===== config.mk =====
export PLATFORM = sky130hd
export DESIGN_NAME = synth_cfg_if
export DESIGN_NICKNAME = d
export VERILOG_FILES = /design/src/rtl/synth_cfg_pkg.sv /design/src/rtl/synth_cfg_sync.sv /design/src/rtl/synth_cfg_shift.sv /design/src/rtl/synth_cfg_test_mux.sv /design/src/rtl/synth_cfg_if.sv
export SDC_FILE = /design/constraint.sdc
export NUM_CORES = 1
export LEC_CHECK = 0
export BUFFER_PORTS_ARGS = -buffer_cell sky130_fd_sc_hd__buf_2
export CAP_MARGIN = 20
export CORE_UTILIZATION = 30
export DETAILED_ROUTE_END_ITERATION = 10
export PLACE_DENSITY = 0.51
export SLEW_MARGIN = 20
export SYNTH_ARGS = -nofsm -noshare
export SYNTH_HDL_FRONTEND = slang
export SYNTH_SLANG_ARGS = --single-unit

===== constraint.sdc =====
create_clock -name clk -period 1.85 [get_ports clk]
set_input_delay 0.185 -clock clk [delete_from_list [all_inputs] [get_ports clk]]
set_output_delay 0.185 -clock clk [all_outputs]
set_load 0.01 [all_outputs]

===== src/rtl/synth_cfg_pkg.sv =====
package synth_cfg_pkg;
  localparam int M_W     = 9;
  localparam int N_W     = 2;
  localparam int T_W     = 2;
  localparam int PAD_W   = 1;
  localparam int FRAME_W = T_W + PAD_W + N_W + M_W;

  typedef struct packed {
    logic [T_W-1:0] t;
    logic [N_W-1:0] n;
    logic [M_W-1:0] m;
  } cfg_word_t;

  typedef enum logic [T_W-1:0] {
    TSEL_LOW   = 2'd0,
    TSEL_SDATA = 2'd1,
    TSEL_MDIV  = 2'd2,
    TSEL_FOUT  = 2'd3
  } tsel_e;

  // Split a serial frame into its fields; the pad slot is dropped.
  function automatic cfg_word_t frame_fields(input logic [FRAME_W-1:0] f);
    cfg_word_t r;
    r.m = f[M_W-1:0];
    r.n = f[M_W+N_W-1:M_W];
    r.t = f[FRAME_W-1 -: T_W];
    return r;
  endfunction

  function automatic logic m_outside(input logic [M_W-1:0] m, input int lo, input int hi);
    return (int'(m) < lo) || (int'(m) > hi);
  endfunction
endpackage


===== src/rtl/synth_cfg_sync.sv =====
module synth_cfg_sync #(
  parameter int           W       = 1,
  parameter int           STAGES  = 2,
  parameter logic [W-1:0] RST_VAL = '0
) (
  input  logic         clk,
  input  logic         rst_n,
  input  logic [W-1:0] d,
  output logic [W-1:0] q
);
  logic [W-1:0] st [STAGES];

  for (genvar i = 0; i < STAGES; i++) begin : g_stage
    if (i == 0) begin : g_first
      always_ff @(posedge clk or negedge rst_n)
        if (!rst_n) st[i] <= RST_VAL;
        else        st[i] <= d;
    end else begin : g_next
      always_ff @(posedge clk or negedge rst_n)
        if (!rst_n) st[i] <= RST_VAL;
        else        st[i] <= st[i-1];
    end
  end

  assign q = st[STAGES-1];
endmodule


===== src/rtl/synth_cfg_shift.sv =====
module synth_cfg_shift #(
  parameter int W = 14
) (
  input  logic         clk,
  input  logic         rst_n,
  input  logic         shift_en,
  input  logic         din,
  output logic [W-1:0] sr_q,
  output logic [W-1:0] sr_nxt
);
  assign sr_nxt = shift_en ? {sr_q[W-2:0], din} : sr_q;

  always_ff @(posedge clk or negedge rst_n)
    if (!rst_n) sr_q <= '0;
    else        sr_q <= sr_nxt;
endmodule


===== src/rtl/synth_cfg_test_mux.sv =====
module synth_cfg_test_mux
  import synth_cfg_pkg::*;
(
  input  tsel_e sel,
  input  logic  par_mode,
  input  logic  mr,
  input  logic  sdata,
  input  logic  mdiv_clk,
  input  logic  fout_clk,
  output logic  test_o
);
  always_comb begin
    unique case (sel)
      TSEL_SDATA: test_o = sdata;
      TSEL_MDIV:  test_o = mdiv_clk;
      TSEL_FOUT:  test_o = fout_clk;
      default:    test_o = 1'b0;
    endcase
    if (par_mode || mr) test_o = 1'b0;
  end
endmodule


===== src/rtl/synth_cfg_if.sv =====
module synth_cfg_if
  import synth_cfg_pkg::*;
#(
  parameter int             SYNC_STAGES = 2,
  parameter int             M_MIN       = 25,
  parameter int             M_MAX       = 31,
  parameter logic [M_W-1:0] M_RST       = 9'd25,
  parameter logic [N_W-1:0] N_RST       = 2'd1
) (
  input  logic           clk,
  input  logic           rst_n,
  input  logic           mr,
  input  logic           par_ld_n,
  input  logic [M_W-1:0] par_m,
  input  logic [N_W-1:0] par_n,
  input  logic           ser_clk,
  input  logic           ser_dat,
  input  logic           ser_ld,
  input  logic           mdiv_clk,
  input  logic           fout_clk,
  output logic [M_W-1:0] cfg_m,
  output logic [N_W-1:0] cfg_n,
  output logic [T_W-1:0] cfg_tsel,
  output logic           test_out,
  output logic           m_bad
);
  localparam int SYNC_W = 4 + N_W + M_W;
  localparam logic [SYNC_W-1:0] SYNC_RST = {1'b1, {(SYNC_W-1){1'b0}}};

  logic [SYNC_W-1:0] pin_q;
  logic              p_ld_q, s_ld_q, s_clk_q, s_dat_q;
  logic [M_W-1:0]    m_pin_q;
  logic [N_W-1:0]    n_pin_q;
  logic              s_ld_p, s_clk_p;

  // Named internal events
  logic              par_open, ld_rise, ld_fall, sclk_rise, shift_en, ser_load;
  logic [FRAME_W-1:0] sr_q, sr_nxt;
  cfg_word_t         ser_word;

  synth_cfg_sync #(.W(SYNC_W), .STAGES(SYNC_STAGES), .RST_VAL(SYNC_RST)) u_sync (
    .clk(clk), .rst_n(rst_n),
    .d({par_ld_n, ser_ld, ser_clk, ser_dat, par_n, par_m}),
    .q(pin_q)
  );

  assign {p_ld_q, s_ld_q, s_clk_q, s_dat_q, n_pin_q, m_pin_q} = pin_q;

  always_ff @(posedge clk or negedge rst_n)
    if (!rst_n) begin
      s_ld_p  <= 1'b0;
      s_clk_p <= 1'b0;
    end else begin
      s_ld_p  <= s_ld_q;
      s_clk_p <= s_clk_q;
    end

  assign par_open  = !p_ld_q;
  assign ld_rise   = s_ld_q && !s_ld_p;
  assign ld_fall   = !s_ld_q && s_ld_p;
  assign sclk_rise = s_clk_q && !s_clk_p;
  assign shift_en  = !par_open && sclk_rise;
  assign ser_load  = !par_open && s_ld_q && (ld_rise || sclk_rise);

  synth_cfg_shift #(.W(FRAME_W)) u_shift (
    .clk(clk), .rst_n(rst_n), .shift_en(shift_en), .din(s_dat_q),
    .sr_q(sr_q), .sr_nxt(sr_nxt)
  );

  assign ser_word = frame_fields(sr_nxt);

  always_ff @(posedge clk or negedge rst_n)
    if (!rst_n) begin
      cfg_m    <= M_RST;
      cfg_n    <= N_RST;
      cfg_tsel <= '0;
    end else if (par_open) begin
      cfg_m <= m_pin_q;
      cfg_n <= n_pin_q;
    end else if (ser_load) begin
      cfg_m    <= ser_word.m;
      cfg_n    <= ser_word.n;
      cfg_tsel <= ser_word.t;
    end

  synth_cfg_test_mux u_tmux (
    .sel(tsel_e'(cfg_tsel)), .par_mode(par_open), .mr(mr), .sdata(s_dat_q),
    .mdiv_clk(mdiv_clk), .fout_clk(fout_clk), .test_o(test_out)
  );

  assign m_bad = m_outside(cfg_m, M_MIN, M_MAX);
endmodule


==> run summary <==
STATUS
--------------------------------------------------------------------------------
Result of the run                                                   finished, final reports clean

PLACED DESIGN
--------------------------------------------------------------------------------
Post-Place Cell Area                                                    2280 um2
Placed Cells                                                                 227
Dpl ws                                                                   68.1 ps
Port bufs                                                                     34
Placed wire-length estimate                                              2.21 mm
Routability congestion estimate                                            0.718

CRITICAL PATH
--------------------------------------------------------------------------------
Crit-path cells                                                     nand3b_4, mux2_4, nor2b_1, a221o_1
Worst Setup EP                                                      cfg_m[5]$_DFFE_PN0P_
Worst R2R Path Depth                                                           4
Reg-to-reg setup timing slack                                             130 ps
Launching point of the worst reg2reg path                           u_sync.q[14]$_DFF_PN1_
Worst path arrival time                                                  1930 ps
Launch point of the worst path                                      u_sync.q[14]$_DFF_PN1_
Largest fanout of any net on the critical path                                14
Type of element capturing the critical path                                 flop
Critical Path Max Stage Delay                                             580 ps
Kind of launch point of the worst setup path                                flop
Reg-to-Reg End                                                      cfg_m[5]$_DFFE_PN0P_
Critical setup path kind                                              reg -> reg
Required time reported for the critical path endpoint                    2060 ps
Slowest library cell on the worst path                                   dfstp_2

LOGIC SYNTHESIS
--------------------------------------------------------------------------------
Synth Cell Area                                                         1990 um2
Avg Inst Size Synth                                                     17.2 um2
Area share of the largest cell type after synthesis                        0.666
Warning count from the yosys run                                               0
Share of async-settable or async-resettable flops after synthesis           1.00
Sequential element share of the synthesized area                           0.745
Cell variety after synth                                                      20
Synthesized net count                                                        136
Most area-consuming cells after synthesis                           dfrtp_1 67%, dfstp_2 7.9%, mux2_2 5.7%
Synthesis-stage register bit count                                            59
Most frequently used flop master after synthesis                         dfrtp_1
Cell taking the most area after synthesis                                dfrtp_1
Mapped Cells                                                                 116
Number of enable flip-flop cells after synthesis                               0

GRT
--------------------------------------------------------------------------------
Vias in the first global route                                              1188
Initial antenna violation count                                                0
Total overflow reported by the global router                                   0
Wire length of the first global-routing pass                             5.66 mm
Pin count of the biggest net entering global routing                          28
Global-route usage over all layers                                         0.110

CLOCK NETWORK
--------------------------------------------------------------------------------
Max H-tree Level                                                               3
Number of buffers created by CTS                                               9
Clock root buffer                                                       clkbuf_8
CTS clock-pin slew for the worst setup and hold paths                      60 ps
Clock tree from TritonCTS                                                    yes
CTS Sinks                                                                     59
Post-CTS setup buffers                                                         0
Clk_lat worst skew                                                        330 ps
Maximum root-to-sink buffer count                                              2

PWR
--------------------------------------------------------------------------------
Pwr Density                                                          1140 nW/um2
Leakage power summed over all cells                                      1.26 nW
Worst ir drop on vdd                                                  0.000491 V

STA
--------------------------------------------------------------------------------
Final setup slack of the worst path                                       135 ps
Worst Clk Skew                                                           5.47 ps
Setup repair after global routing missed its margin                           no
Fmax achieved                                                            583 MHz
Final Hold Violating Endpoints                                                 0
Worst rel slew slack                                                       0.597
Setup TNS                                                                   0 ps
Post-layout min period                                                   1720 ps
Count of final setup violators                                                 0
Max-slew violation count                                                       0
Transition at the pin with the smallest max-transition slack              604 ps
Fin crit share                                                             0.927

LAYOUT
--------------------------------------------------------------------------------
Post-layout instance count excluding filler cells                            259
Layout area overhead                                                       32.3%
Number of diodes                                                               0
Fraction of layout cells with a size suffix above 1                        0.423
Most common cell after layout, fill and taps aside                       dfrtp_1
Total number of nets in the final design                                     197
Post-Layout Inst Area                                                   2640 um2
Commonest cells after routing, fill and taps aside                  53 x dfrtp_1, 34 x buf_2, 16 x dlygate4sd3_1, 13 x clkbuf_8, 12 x nor2b_1

DETAILED ROUTING
--------------------------------------------------------------------------------
Total routed wirelength                                                  3.38 mm
Antenna Nets Post-Route                                                        0
Iter 0 DRT Violations                                                         28
Remaining design rule violation count                                          0
Pre-Repair DR Iteration Count                                                  4
Vias after detailed routing                                                 1158
Avg Vias per Cell                                                           4.47
Wirelength per Cell                                                      13.1 um

FLOORPLANNING
--------------------------------------------------------------------------------
Chip width                                                               83.5 um
Chip Height                                                              83.5 um
Number of placement rows                                                      29
Starting density of the core                                               0.312
Die outline area                                                        6970 um2
CORE AREA                                                               6390 um2
I/O pin count                                                                 35

MIN PATH
--------------------------------------------------------------------------------
Min-delay worst type                                                  reg -> reg

JOB
--------------------------------------------------------------------------------
Maximum capacitance violations                                                 0

==> power by group <==
part / leakage [nW] / internal (W) / switching, W / total [W]
Sequential: 0.709 / 0.00146 / 0.0000838 / 0.00154
Clock: 0.0997 / 0.000631 / 0.000443 / 0.00107
Combinational: 0.447 / 0.000230 / 0.000146 / 0.000377
Total: 1.26 / 0.00232 / 0.000673 / 0.00299
==> flip-flops by register name, summed over array words and instances, names as in the netlist <==
register / cells
u_sync.q: 15
u_sync.st: 15
u_shift.sr_q: 14
cfg_m: 9
cfg_n: 2
cfg_tsel: 2
s_clk_p: 1
s_ld_p: 1
==> cells in the mapped netlist, types with 2 or more instances <==
master     n
a221o_1   11
clkbuf_1   2
dfrtp_1   53
dfstp_2    6
inv_1      2
mux2_2    10
mux2_4     7
nand2_1    2
nor2b_1   12
==> cell families after synthesis <==
| group | Yosys count | share of synthesized area |
|---|---|---|
| buf+inv | 6 | 0.0157 |
| flops | 59 | 0.745 |
| simple gates | 20 | 0.0653 |
| mux | 17 | 0.109 |
| compound gates | 14 | 0.0647 |
==> metal layers <==
layer / GRT usage / part of all wire / wire [um]
met5: 0 / 0 / 0
met4: 0.0740 / 0.025 / 85
met3: 0.0455 / 0.048 / 163
met2: 0.162 / 0.44 / 1500
met1: 0.133 / 0.48 / 1640
==> through the flow <==
| stage | hold slack, ps | total power, W | utilization |
|---|---|---|---|
| 6_report | 344 | 0.00299 | 0.413 |
| 5_1_grt | 348 | 0.00314 | 0.413 |
| 4_1_cts | 344 | 0.00304 | 0.412 |
| 3_5_place_dp | 225 | 0.00191 | 0.357 |
| 3_3_place_gp | 217 | 0.00191 | 0.357 |
| 2_1_floorplan | -111 | 0.00177 | - |
==> worst max-delay path: cells and delay by family, from the launching register on <==
family,cells,cell delay [ps]
and+or+nand+nor,2,390
muxes,1,380
DFF,1,580
AOI/OAI and AO/OA,1,260
==> area by class of cell <==
cell class	instances	area [um2]
flip-flops and latches	59	1480
fillers	597	3750
multi-input cells	51	483
clock inverters	1	5.00
repair buffers	54	373
inverters	2	7.51
well taps	77	96.3
clock buffers	15	186
==> worst min-delay path by stage <==
stage / depth (start not counted) / slack (ps) / to / start
final: 0 / 340 / u_sync.q[12]$_DFF_PN0_ / u_sync.st[27]$_DFF_PN0_
after global routing: 0 / 350 / u_sync.q[12]$_DFF_PN0_ / u_sync.st[27]$_DFF_PN0_
after CTS: 0 / 340 / u_sync.q[12]$_DFF_PN0_ / u_sync.st[27]$_DFF_PN0_
after detailed placement: 1 / 230 / u_sync.q[2]$_DFF_PN0_ / rst_n
after global placement: 1 / 220 / cfg_m[2]$_DFFE_PN0P_ / rst_n
after floorplan: 0 / -110 / cfg_m[1]$_DFFE_PN0P_ / rst_n
==> repair_timing <==
action | 4_1_cts | 5_1_grt
gates resized for setup | 0 | 1
hold endpoints to repair | 36 | 0
hold buffers | 16 | 0
setup endpoints to repair | 0 | 8
No activity file was read; power rests on OpenSTA's default activity.
